File: src/rtl/vlcfg_pkg.sv
package vlcfg_pkg;

  // Strobes from control to datapath
  typedef struct packed {
    logic load;    // capture configure operands, seed divider
    logic step;    // one restoring divide step
    logic commit;  // write the clamped result to vlMax
  } vlStrobes_t;

  typedef enum logic [1:0] {
    ST_IDLE = 2'd0,
    ST_DIV  = 2'd1,
    ST_FIN  = 2'd2
  } vlState_t;

endpackage

File: src/rtl/vlcfg_popcount.sv
module vlcfg_popcount #(
  parameter int WIDTH = 8,
  localparam int CNT_W = $clog2(WIDTH + 1)
) (
  input  logic [WIDTH-1:0] bits,
  output logic [CNT_W-1:0] count
);

  logic [CNT_W-1:0] partial [WIDTH+1];

  assign partial[0] = '0;

  for (genvar g = 0; g < WIDTH; g++) begin : g_acc
    assign partial[g+1] = partial[g] + CNT_W'(bits[g]);
  end

  assign count = partial[WIDTH];

endmodule

File: src/rtl/vlcfg_ctrl.sv
module vlcfg_ctrl
  import vlcfg_pkg::*;
#(
  parameter int QUOT_W = 9,
  localparam int CNT_W = (QUOT_W > 1) ? $clog2(QUOT_W) : 1
) (
  input  logic       clk,
  input  logic       rstN,
  input  logic       cfgValid,
  input  logic       cfgSmall,
  output vlStrobes_t strobes,
  output logic       busy
);

  vlState_t         state, stateNext;
  logic [CNT_W-1:0] stepCnt, stepCntNext;

  always_comb begin
    stateNext   = state;
    stepCntNext = stepCnt;
    strobes     = '0;
    unique case (state)
      ST_IDLE: begin
        if (cfgValid) begin
          strobes.load = 1'b1;
          stepCntNext  = '0;
          stateNext    = cfgSmall ? ST_FIN : ST_DIV;
        end
      end
      ST_DIV: begin
        strobes.step = 1'b1;
        stepCntNext  = stepCnt + CNT_W'(1);
        if (stepCnt == CNT_W'(QUOT_W - 1)) begin
          stateNext = ST_FIN;
        end
      end
      ST_FIN: begin
        strobes.commit = 1'b1;
        stateNext      = ST_IDLE;
      end
      default: stateNext = ST_IDLE;
    endcase
  end

  always_ff @(posedge clk or negedge rstN) begin
    if (!rstN) begin
      state   <= ST_IDLE;
      stepCnt <= '0;
    end else begin
      state   <= stateNext;
      stepCnt <= stepCntNext;
    end
  end

  assign busy = (state != ST_IDLE);

endmodule

File: src/rtl/vlcfg_datapath.sv
module vlcfg_datapath
  import vlcfg_pkg::*;
#(
  parameter int ENTRIES   = 256,
  parameter int NUM_BANKS = 8,
  parameter int MAX_UTS   = 32,
  parameter int USE_W     = 6,
  parameter int REQ_W     = 8,
  parameter int RESET_USE = 32,
  localparam int QUOT_W   = $clog2(ENTRIES + 1),
  localparam int SUM_W    = USE_W + 1,
  localparam int LEN_W    = $clog2(MAX_UTS + 1),
  localparam int PC_W     = $clog2(NUM_BANKS + 1),
  localparam int PROD_W   = QUOT_W + PC_W,
  localparam int CMP_W    = REQ_W + LEN_W
) (
  input  logic                 clk,
  input  logic                 rstN,
  input  vlStrobes_t           strobes,
  input  logic [USE_W-1:0]     cfgIntUse,
  input  logic [USE_W-1:0]     cfgFpUse,
  input  logic [NUM_BANKS-1:0] cfgBankMask,
  input  logic                 setVlValid,
  input  logic [REQ_W-1:0]     setVlReq,
  output logic                 cfgSmall,
  output logic [LEN_W-1:0]     vlMax,
  output logic [LEN_W-1:0]     vl
);

  // Reset result, derived from the reset usage and a full mask
  localparam int RST_SUM   = 2 * RESET_USE;
  localparam int RST_QUOT  = (RST_SUM < 2) ? ENTRIES : ENTRIES / (RST_SUM - 1);
  localparam int RST_PROD  = RST_QUOT * NUM_BANKS;
  localparam int RST_VLMAX = (RST_PROD > MAX_UTS) ? MAX_UTS : RST_PROD;

  logic [NUM_BANKS-1:0] bankMaskQ;
  logic [SUM_W-1:0]     divisorQ;
  logic [SUM_W-1:0]     remQ;
  logic [QUOT_W-1:0]    quotQ;
  logic [LEN_W-1:0]     vlMaxQ;
  logic [LEN_W-1:0]     vlQ;

  logic [SUM_W-1:0]     cfgSum;
  logic [SUM_W:0]       remShift;
  logic [SUM_W:0]       remDiff;
  logic                 fits;
  logic [SUM_W-1:0]     remNext;
  logic [QUOT_W-1:0]    quotNext;
  logic [PC_W-1:0]      bankCnt;
  logic [PROD_W-1:0]    product;
  logic [LEN_W-1:0]     clamped;
  logic [CMP_W-1:0]     reqExt;
  logic [CMP_W-1:0]     maxExt;
  logic [LEN_W-1:0]     grant;

  // Configure operand decode
  always_comb begin
    cfgSum   = SUM_W'(cfgIntUse) + SUM_W'(cfgFpUse);
    cfgSmall = (cfgSum < SUM_W'(2));
  end

  // One restoring step: dividend bits shift out of quotQ's top
  always_comb begin
    remShift = {remQ, quotQ[QUOT_W-1]};
    remDiff  = remShift - {1'b0, divisorQ};
    fits     = (remShift >= {1'b0, divisorQ});
    remNext  = fits ? remDiff[SUM_W-1:0] : remShift[SUM_W-1:0];
    quotNext = {quotQ[QUOT_W-2:0], fits};
  end

  vlcfg_popcount #(.WIDTH(NUM_BANKS)) u_popcount (
    .bits  (bankMaskQ),
    .count (bankCnt)
  );

  // Bank scaling and clamp to the microthread limit
  always_comb begin
    product = PROD_W'(quotQ) * PROD_W'(bankCnt);
    if (product > PROD_W'(MAX_UTS)) begin
      clamped = LEN_W'(MAX_UTS);
    end else begin
      clamped = product[LEN_W-1:0];
    end
  end

  // Set-length grant
  always_comb begin
    reqExt = CMP_W'(setVlReq);
    maxExt = CMP_W'(vlMaxQ);
    grant  = (reqExt > maxExt) ? vlMaxQ : reqExt[LEN_W-1:0];
  end

  always_ff @(posedge clk or negedge rstN) begin
    if (!rstN) begin
      bankMaskQ <= '1;
      divisorQ  <= SUM_W'(RST_SUM - 1);
      remQ      <= '0;
      quotQ     <= QUOT_W'(RST_QUOT);
    end else if (strobes.load) begin
      bankMaskQ <= cfgBankMask;
      divisorQ  <= cfgSmall ? SUM_W'(1) : (cfgSum - SUM_W'(1));
      remQ      <= '0;
      quotQ     <= QUOT_W'(ENTRIES);
    end else if (strobes.step) begin
      remQ      <= remNext;
      quotQ     <= quotNext;
    end
  end

  always_ff @(posedge clk or negedge rstN) begin
    if (!rstN) begin
      vlMaxQ <= LEN_W'(RST_VLMAX);
    end else if (strobes.commit) begin
      vlMaxQ <= clamped;
    end
  end

  always_ff @(posedge clk or negedge rstN) begin
    if (!rstN) begin
      vlQ <= '0;
    end else if (setVlValid) begin
      vlQ <= grant;
    end
  end

  assign vlMax = vlMaxQ;
  assign vl    = vlQ;

endmodule

File: src/rtl/vlen_cfg_unit.sv
module vlen_cfg_unit
  import vlcfg_pkg::*;
#(
  parameter int ENTRIES   = 256,
  parameter int NUM_BANKS = 8,
  parameter int MAX_UTS   = 32,
  parameter int USE_W     = 6,
  parameter int REQ_W     = 8,
  parameter int RESET_USE = 32,
  localparam int QUOT_W   = $clog2(ENTRIES + 1),
  localparam int LEN_W    = $clog2(MAX_UTS + 1)
) (
  input  logic                 clk,
  input  logic                 rstN,
  input  logic                 cfgValid,
  input  logic [USE_W-1:0]     cfgIntUse,
  input  logic [USE_W-1:0]     cfgFpUse,
  input  logic [NUM_BANKS-1:0] cfgBankMask,
  input  logic                 setVlValid,
  input  logic [REQ_W-1:0]     setVlReq,
  output logic                 busy,
  output logic [LEN_W-1:0]     vlMax,
  output logic [LEN_W-1:0]     vl
);

  vlStrobes_t strobes;
  logic       cfgSmall;

  vlcfg_ctrl #(.QUOT_W(QUOT_W)) u_ctrl (
    .clk      (clk),
    .rstN     (rstN),
    .cfgValid (cfgValid),
    .cfgSmall (cfgSmall),
    .strobes  (strobes),
    .busy     (busy)
  );

  vlcfg_datapath #(
    .ENTRIES   (ENTRIES),
    .NUM_BANKS (NUM_BANKS),
    .MAX_UTS   (MAX_UTS),
    .USE_W     (USE_W),
    .REQ_W     (REQ_W),
    .RESET_USE (RESET_USE)
  ) u_datapath (
    .clk         (clk),
    .rstN        (rstN),
    .strobes     (strobes),
    .cfgIntUse   (cfgIntUse),
    .cfgFpUse    (cfgFpUse),
    .cfgBankMask (cfgBankMask),
    .setVlValid  (setVlValid),
    .setVlReq    (setVlReq),
    .cfgSmall    (cfgSmall),
    .vlMax       (vlMax),
    .vl          (vl)
  );

endmodule

File: config.mk
export PLATFORM = sky130hd
export DESIGN_NAME = vlen_cfg_unit
export DESIGN_NICKNAME = d
export VERILOG_FILES = /design/src/rtl/vlcfg_pkg.sv /design/src/rtl/vlcfg_popcount.sv /design/src/rtl/vlcfg_ctrl.sv /design/src/rtl/vlcfg_datapath.sv /design/src/rtl/vlen_cfg_unit.sv
export SDC_FILE = /design/constraint.sdc
export NUM_CORES = 1
export LEC_CHECK = 0
export CORE_ASPECT_RATIO = 0.75
export CORE_MARGIN = 5
export CORE_UTILIZATION = 30
export CTS_BUF_LIST = sky130_fd_sc_hd__clkbuf_8 sky130_fd_sc_hd__clkbuf_16
export DETAILED_ROUTE_END_ITERATION = 8
export PLACE_DENSITY_LB_ADDON = 0.12
export RECOVER_POWER = 50
export SETUP_SLACK_MARGIN = 0.05
export SYNTH_ARGS = -nofsm -noshare
export SYNTH_HDL_FRONTEND = slang
export SYNTH_SLANG_ARGS = --single-unit
File: constraint.sdc
create_clock -name clk -period 8.05 [get_ports clk]
set_input_delay 1.2075 -clock clk [delete_from_list [all_inputs] [get_ports clk]]
set_output_delay 1.2075 -clock clk [all_outputs]
set_load 0.02 [all_outputs]
==> run_results.csv, run 1 <==
group,metric,value,unit
synth,syn_inst,464,
job,max_cap_violations,2,
timing,setup_viol,0,
timing,slew_violations,91,
hold_path,worstHoldStart,"u_datapath.divisorQ[3]",
drt,wl_per_cell,13.0,µm
synth,yosysSeqAreaShare,29.9,%
global_routing,grt_pass1_vias,3316,
setup_path,rr_startpoint,"u_datapath.bankMaskQ[0]",
global_routing,grt_pass1_wl,15700,µm
synth,synth_ff_type,"dfrtp_1",
cts,clk_latency,0.29,ns
hold_path,hold_path_class,"reg2reg",
placement,place.gp.congestion,0.912,
synth,syn_area,4170,µm²
synth,synth_most_common_cell,"inv_1",
timing,setup_tns,0,ns
setup_path,start_kind,"register",
setup_path,critPathLaunch,"u_datapath.bankMaskQ[0]",
setup_path,worstPathRequired,8.28,ns
synth,synthTopCellsByArea,"dfrtp_1 20%, ha_1 13%, dfstp_2 10%",
global_routing,grt_overflow,0,
drt,routed_wirelength,8810,µm
setup_path,end_kind,"register",
drt,avgViaCountPerCell,4.82,
synth,ys_ff_latch,49,
cts,cts_resized,0,
drt,drtAntennaViolNets,0,
drt,drc,0,
setup_path,regToRegEndpoint,"u_datapath.vlMax[0]",
drt,drtIter0Drc,145,
finish,antenna_cells,0,
cts,numCtsBuffers,5,
drt,vias,3270,
timing,skew,0.00622,ns
global_routing,grt_max_degree,50,
floorplan,dieArea,16400,µm²
cts,htree_levels,2,
floorplan,rows,37,
floorplan,pin_count,45,
setup_path,crit_type,"reg2reg",
placement,io_buffer_count,44,
floorplan,die_height,112,µm
floorplan,core_area,13700,µm²
global_routing,antenna_found_initial,0,
cts,clk_pin_slew,0.07,ns
hold_path,worst_hold_path.num_cells,2,
synth,synth_common_cells,"57 x inv_1, 49 x nand2_1, 42 x ha_1",
synth,ys.warnings.count,0,
cts,clkSinkCount,49,
finish,drive_above_1_share,8.33,%
synth,synth_edf_count,0,
synth,postSynthAreaPerCell,8.99,µm²
cts,cts_tree,"done",
floorplan,die_w,146,µm
timing,max_slew_margin,-76.2,%
timing,fin_crit,6.60,ns
cts,clockBufferDepth,2,
status,status,"complete, but fails checks",
synth,syn_nets,558,
cts,postCtsSetupBuffers,0,
drt,firstDrtPassIters,4,
hold_path,holdPathEnd,"u_datapath.divisorQ[3]",
cts,hold_buffers,0,
finish,fin_nets,597,
timing,fmax,0.152,GHz
setup_path,cp_max_fo,9,
synth,ys_async_sr_fraction,100,%
setup_path,crit_arrival,6.83,ns
global_routing,grt_usage,11.3,%
synth,synth_top_area_share,19.8,%
finish,syn_to_final_growth,18.0,%
timing,hold_viol,0,
timing,tightest_slew,2.64,ns
cts,cts_root_buffer,"clkbuf_16",
synth,yosys.area.top_type,"dfrtp_1",
timing,rsz0062_at_grt,"no",
timing,min_period_over_period,82.0,%
synth,yosysUniqueCellTypes,55,
timing,whs,0.469,ns
status,violations,"capacitance limit, slew limit",
setup_path,rr_worst_depth,20,
finish,fin_util,36.0,%
floorplan,start_util,30.5,%
placement,dp_hpwl,6970,µm
setup_path,r2r_slack,1.45,ns
[worst max-delay path: stages (launching register included)]
cell and delay, ns:
dfstp_2 0.53, inv_1 0.05, fa_1 0.54, fa_1 0.43, fa_1 0.49, inv_1 0.04, ha_1 0.19, fa_1 0.38
xor2_1 0.48, nand2_1 0.15, fa_1 0.50, fa_1 0.54, inv_1 0.06, fa_1 0.48, a21o_1 0.18, a2111oi_0 0.41
a21oi_1 0.08, a2111oi_0 0.38, nand4_1 0.26, nor2_4 0.18, a32o_2 0.17
[cell usage in the layout (no fill, tap or decap), types with 6 or more instances in the layout]
cell type | Yosys | final
nand3_1 | 23 | 23
ha_1 | 42 | 42
clkdlybuf4s50_1 | 0 | 42
mux2_2 | 11 | 11
and2_1 | 25 | 25
inv_1 | 57 | 57
o21ai_0 | 29 | 29
fa_1 | 20 | 20
nand2_1 | 49 | 49
a21oi_1 | 25 | 25
mux2i_1 | 9 | 9
dfstp_2 | 16 | 16
nor2_1 | 18 | 18
xor2_1 | 8 | 8
o31ai_1 | 6 | 6
xnor2_1 | 10 | 10
dfrtp_1 | 33 | 33
a21o_1 | 9 | 9
[kinds of logic (layout without fill, tap and decap cells)]
logic type | after synthesis | count (layout) | share of synthesized area, %
AO/OA/AOI/OAI | 99 | 99 | 15.0
AND/OR/NAND/NOR | 145 | 145 | 17.6
adder cells (fa/ha/maj) | 62 | 62 | 22.2
flip-flops | 49 | 49 | 29.9
XOR/XNOR | 18 | 18 | 3.78
buffers and inverters | 71 | 111 | 6.42
multiplexers | 20 | 20 | 5.13
[how the worst max path moves through the flow]
stage                                to  cells past startpoint
floorplan           u_datapath.vlMax[0]                     20
global placement    u_datapath.vlMax[0]                     20
detailed placement  u_datapath.vlMax[0]                     20
CTS                 u_datapath.vlMax[0]                     20
global route        u_datapath.vlMax[0]                     20
finish              u_datapath.vlMax[0]                     20
[routing by layer]
| layer | part of all wire [%] | track usage (%) | vias up | wire [µm] |
|---|---|---|---|---|
| met5 | 0 | 0 | - | 0 |
| met4 | 0.98 | 2.94 | 0 | 86 |
| met3 | 6.3 | 3.15 | 7 | 557 |
| met2 | 41 | 17.2 | 70 | 3590 |
| met1 | 52 | 15.9 | 1531 | 4580 |
| li1 | - | - | 1662 | - |
[registers in the layout, indices dropped and copies added, names as in the netlist]
signal,cells
u_datapath.quotQ,9
u_datapath.bankMaskQ,8
u_datapath.divisorQ,7
u_datapath.remQ,7
u_datapath.vlMax,6
u_datapath.vl,6
u_ctrl.stepCnt,4
u_ctrl.state,2
[cell type report]
type,count,area [µm²]
Clock buffer,5,125
Clock inverter,3,17.5
Inverter,57,214
Fill cell,1391,8730
Tap cell,175,219
Multi-Input combinational cell,344,2660
Sequential cell,49,1250
Timing Repair Buffer,46,443
[metrics by stage]
stage,instances,instance area (µm²),setup WS (ns)
floorplan,464,4170,1.90
global placement,671,4790,1.52
detailed placement,671,4790,1.40
CTS,679,4930,1.41
global route,679,4920,0.968
finish,679,4920,1.45
Power of run 1 is left out: the tool's default activity adds up to more than one toggle a clock period on the data nets, which glitch-free logic cannot reach.
==> inputs of run 2 (changes only) <==
- clock period: 8.05 -> 6.1 ns (I/O delays scaled with it)
==> run_results.csv, run 2 (synthesis gave the netlist of run 1 again) <==
group,metric,value,unit
status,status,"complete, but fails checks",
status,violations,"capacitance limit, slew limit, setup timing",
timing,setup_viol,1,
placement,place.gp.congestion,0.822,
floorplan,start_util,30.5,%
floorplan,rows,37,
cts,clk_latency,0.29,ns
timing,layout_setup_ws,-0.00651,ns
timing,fmax,0.164,GHz
floorplan,die_height,112,µm
drt,firstDrtPassIters,4,
timing,rsz0062_at_grt,"yes",
placement,io_buffer_count,44,
global_routing,grt_max_degree,50,
drt,drtIter0Drc,150,
hold_path,hold_path_class,"reg2reg",
timing,slew_violations,50,
cts,cts_tree,"done",
setup_path,cp_max_fo,4,
finish,drive_above_1_share,19.5,%
cts,clkSinkCount,49,
cts,htree_levels,2,
timing,skew,0.00340,ns
drt,drtAntennaViolNets,0,
cts,clockBufferDepth,2,
global_routing,grt_pass1_vias,3508,
cts,numCtsBuffers,5,
finish,fin_nets,620,
placement,dp_hpwl,7350,µm
cts,clk_pin_slew,0.07,ns
job,max_cap_violations,1,
global_routing,antenna_found_initial,0,
finish,antenna_cells,0,
setup_path,end_kind,"register",
drt,routed_wirelength,9610,µm
floorplan,core_area,13700,µm²
floorplan,die_w,146,µm
timing,max_slew_margin,-86.0,%
placement,place_ws,-0.290,ns
drt,vias,3325,
timing,hold_viol,0,
global_routing,grt_overflow,0,
finish,syn_to_final_growth,28.6,%
setup_path,worstPathRequired,6.34,ns
timing,fin_crit,6.11,ns
setup_path,crit_arrival,6.34,ns
finish,final_cell_mix,"51 x inv_1, 48 x nand2_1, 42 x clkdlybuf4s50_1, 35 x ha_1, 33 x dfrtp_1",
setup_path,crit_type,"reg2reg",
finish,final_common_cell,"inv_1",
setup_path,rr_worst_depth,21,
finish,reg_top3,"u_datapath.quotQ x9, u_datapath.bankMaskQ x8",
hold_path,worst_hold_path.num_cells,2,
global_routing,grt_pass1_wl,17200,µm
global_routing,grt_usage,12.4,%
finish,fillerInstances,1374,
floorplan,pin_count,45,
timing,tightest_slew,2.79,ns
cts,hold_buffers,0,
floorplan,dieArea,16400,µm²
drt,avgViaCountPerCell,4.74,
drt,drc,0,
drt,wl_per_cell,13.7,µm
timing,whs,0.472,ns
cts,cts_root_buffer,"clkbuf_16",
setup_path,start_kind,"register",
timing,min_period_over_period,100,%
finish,largest_reg_flops,9,
finish,regMostFlops,"u_datapath.quotQ",
-- run 2: changes by cell type in the layout (fill, tap and decap cells not counted), sizes merged --
| cell | previous run | this run |
|---|---|---|
| clkbuf | 7 | 6 |
| inv | 57 | 58 |
| buf | 1 | 25 |
| clkinv | 3 | 0 |
| clkinvlp | 0 | 2 |
-- run 2: worst max-delay path: stages (launching register included) --
cell and delay (ns):
dfstp_2 0.55, inv_2 0.04, fa_1 0.54, fa_1 0.44
fa_1 0.54, inv_2 0.05, ha_4 0.16, fa_2 0.37
xor2_4 0.21, nand2_2 0.09, fa_1 0.50, fa_1 0.57
inv_2 0.05, fa_2 0.36, buf_6 0.13, a211oi_4 0.28
o21bai_4 0.10, a31oi_4 0.18, xnor2_2 0.07, or4_4 0.46
nor2_4 0.17, a32o_2 0.18
-- run 2: path summary, 6_finish.rpt --
path / from / to / slack, ns
max: u_datapath.bankMaskQ[3] / u_datapath.vlMax[0] / -0.007
min: u_datapath.divisorQ[2] / u_datapath.divisorQ[2] / 0.47
max reg2reg: u_datapath.bankMaskQ[3] / u_datapath.vlMax[0] / -0.007
min reg2reg: u_datapath.divisorQ[2] / u_datapath.divisorQ[2] / 0.47
max in group asynchronous: rstN / u_datapath.vl[3] / 2.92
min in group asynchronous: rstN / u_datapath.divisorQ[6] / 1.60
-- run 2: metrics by stage --
stage / cell area, µm² / cells / TNS [ns] / utilization, %
floorplan: 4200 / 464 / 0 / -
global placement: 4980 / 691 / -1.10 / 36.5
detailed placement: 4980 / 691 / -1.48 / 36.5
CTS: 5280 / 702 / -0.419 / 38.6
global route: 5370 / 702 / -1.11 / 39.3
finish: 5370 / 702 / -0.00651 / 39.3
-- run 2: final cells by class --
| type | count | area, µm² | share of cell area (%) |
|---|---|---|---|
| tap | 175 | 219 | 4.08 |
| sequential | 49 | 1250 | 23.2 |
| multi-input combinational | 344 | 2900 | 54.1 |
| timing repair buffer | 69 | 639 | 11.9 |
| clock buffer | 5 | 125 | 2.33 |
| inverter | 57 | 214 | 3.99 |
| clock inverter | 3 | 18.8 | 0.350 |
-- run 2: repair_timing --
| item | 4_1_cts | 5_1_grt |
|---|---|---|
| resized for setup | 31 | 19 |
| endpoints found under the setup margin | 6 | 6 |
| buffers inserted | 3 | 0 |
| pin swaps | 30 | 14 |
-- run 2: metal layers --
layer  vias up  part of all wire (%)  GRT usage, %
li1       1701                     -             -
met3         7                   4.3          2.74
met1      1563                    53          18.2
met5         -                     0             0
met2        54                    41          18.8
met4         0                  0.91          2.32
Power of run 2 is left out for the same reason.
==> inputs of run 3 (changes only) <==
- CELL_PAD_IN_SITES_DETAIL_PLACEMENT: unset -> 1
- CELL_PAD_IN_SITES_GLOBAL_PLACEMENT: unset -> 1
- CORE_ASPECT_RATIO: 0.75 -> unset
- SLEW_MARGIN: unset -> 20
==> run_results.csv, run 3 (synthesis gave the netlist of run 1 again) <==
group,metric,value,unit
finish,regMostFlops,"u_datapath.quotQ",
cts,numCtsBuffers,5,
timing,slew_violations,50,
timing,setup_viol,3,
cts,cts_tree,"done",
drt,drtIter0Drc,162,
finish,largest_reg_flops,9,
timing,fin_crit,6.12,ns
finish,final_cell_mix,"52 x inv_1, 48 x nand2_1, 42 x clkdlybuf4s50_1, 36 x ha_1, 33 x dfrtp_1",
setup_path,critPathBufInv,5,
floorplan,core_area,13800,µm²
setup_path,end_kind,"register",
drt,vias,3453,
finish,antenna_cells,0,
drt,routed_wirelength,10300,µm
floorplan,rows,43,
job,max_cap_violations,1,
setup_path,cpPeakStageDelay,0.55,ns
placement,io_buffer_count,44,
global_routing,grt_pass1_vias,3726,
finish,fillerInstances,1616,
drt,drc,0,
setup_path,slowest_stage,"fa_1",
setup_path,cp_max_fo,7,
global_routing,grt_pass1_wl,17900,µm
finish,fin_nets,620,
floorplan,die_w,128,µm
timing,hold_viol,0,
drt,firstDrtPassIters,4,
timing,skew,0.00659,ns
setup_path,worstPathRequired,6.32,ns
floorplan,start_util,30.3,%
hold_path,hold_path_class,"reg2reg",
setup_path,path_delay_family,"adder cells",
finish,syn_to_final_growth,27.5,%
finish,final_common_cell,"inv_1",
timing,tightest_slew,2.76,ns
global_routing,grt_overflow,0,
setup_path,crit_arrival,6.35,ns
setup_path,cp_cell_sequence,"inv_2 > fa_1 > fa_1 > fa_1 > inv_1 > ha_2 > fa_2 > xor2_4 > buf_12 > and2_4 > fa_1 > inv_1 > fa_1 > inv_2 > ha_4 > or3_4 > o21bai_4 > a31oi_2 > xnor2_1 > or4_4 > nor2_4 > a32o_2",
cts,clk_pin_slew,0.07,ns
finish,drive_above_1_share,18.0,%
global_routing,grt_usage,13.2,%
global_routing,grt_max_degree,50,
drt,drtAntennaViolNets,0,
timing,max_slew_margin,-83.9,%
floorplan,pin_count,45,
cts,cts_root_buffer,"clkbuf_16",
timing,min_period_over_period,100,%
finish,reg_top3,"u_datapath.quotQ x9, u_datapath.bankMaskQ x8",
timing,layout_setup_ws,-0.0216,ns
cts,clk_latency,0.29,ns
drt,wl_per_cell,14.6,µm
timing,rsz0062_at_grt,"yes",
placement,place_ws,-0.289,ns
setup_path,crit_type,"reg2reg",
status,violations,"capacitance limit, slew limit, setup timing",
drt,avgViaCountPerCell,4.88,
placement,dp_hpwl,8200,µm
setup_path,cpMostUsedCell,"fa_1",
status,status,"complete, but fails checks",
cts,clkSinkCount,49,
setup_path,start_kind,"register",
cts,hold_buffers,0,
floorplan,dieArea,16400,µm²
cts,clockBufferDepth,2,
timing,fmax,0.163,GHz
placement,place.gp.congestion,0.807,
floorplan,die_height,128,µm
global_routing,antenna_found_initial,0,
cts,htree_levels,2,
run 3: cell types whose count changed in the layout (fill, tap and decap cells not counted), sizes merged:
cell / previous run / this run
clkinvlp: 2 / 1
inv: 58 / 59
run 3: worst register-to-register path: stages, from the launching register on:
cell	delay, ns
dfstp_2	0.54
inv_2	0.04
fa_1	0.55
fa_1	0.43
fa_1	0.49
inv_1	0.04
ha_2	0.17
fa_2	0.37
xor2_4	0.18
buf_12	0.14
and2_4	0.15
fa_1	0.48
inv_1	0.05
fa_1	0.49
inv_2	0.05
ha_4	0.17
or3_4	0.39
o21bai_4	0.18
a31oi_2	0.17
xnor2_1	0.09
or4_4	0.55
nor2_4	0.16
a32o_2	0.18
run 3: what timing repair did:
| action | 4_1_cts | 5_1_grt |
|---|---|---|
| resized for setup | 27 | 12 |
| pin swaps | 31 | 26 |
| setup buffers | 2 | 0 |
| setup endpoints to repair | 6 | 6 |
run 3: layout make-up:
| class | instances | area, µm² | share of cell area, % |
|---|---|---|---|
| multi-input cells | 344 | 2860 | 53.7 |
| flip-flops and latches | 49 | 1250 | 23.4 |
| repair buffers | 69 | 636 | 12.0 |
| well taps | 180 | 225 | 4.24 |
| inverters | 57 | 214 | 4.02 |
| clock buffers | 5 | 125 | 2.35 |
| clock inverters | 3 | 15.0 | 0.282 |
run 3: through the flow:
stage               cell area, µm²  hold slack (ns)  util [%]  TNS (ns)  cells
floorplan                     4200            0.450         -         0    464
global placement              4990            0.462      36.3    -0.958    697
detailed placement            4990            0.466      36.3     -1.49    697
CTS                           5260            0.476      38.2    -0.291    707
global route                  5320            0.484      38.6    -0.940    707
finish                        5320            0.472      38.6   -0.0259    707
run 3: path summary, 6_finish.rpt:
path	depth (start not counted)	to	slack (ns)	start
max in group asynchronous	2	u_datapath.vlMax[0]	2.94	rstN
max reg2reg	22	u_datapath.vlMax[0]	-0.02	u_datapath.bankMaskQ[0]
min reg2reg	2	u_datapath.divisorQ[3]	0.47	u_datapath.divisorQ[3]
min in group asynchronous	2	u_ctrl.stepCnt[0]	1.60	rstN
max	22	u_datapath.vlMax[0]	-0.02	u_datapath.bankMaskQ[0]
min	2	u_datapath.divisorQ[3]	0.47	u_datapath.divisorQ[3]
run 3: layer usage:
metal / global-route usage [%] / part of all wire [%]
met1: 16.3 / 44
met2: 24.0 / 52
met3: 2.38 / 3.0
met4: 2.43 / 0.84
met5: 0 / 0
Power of run 3 is left out for the same reason.
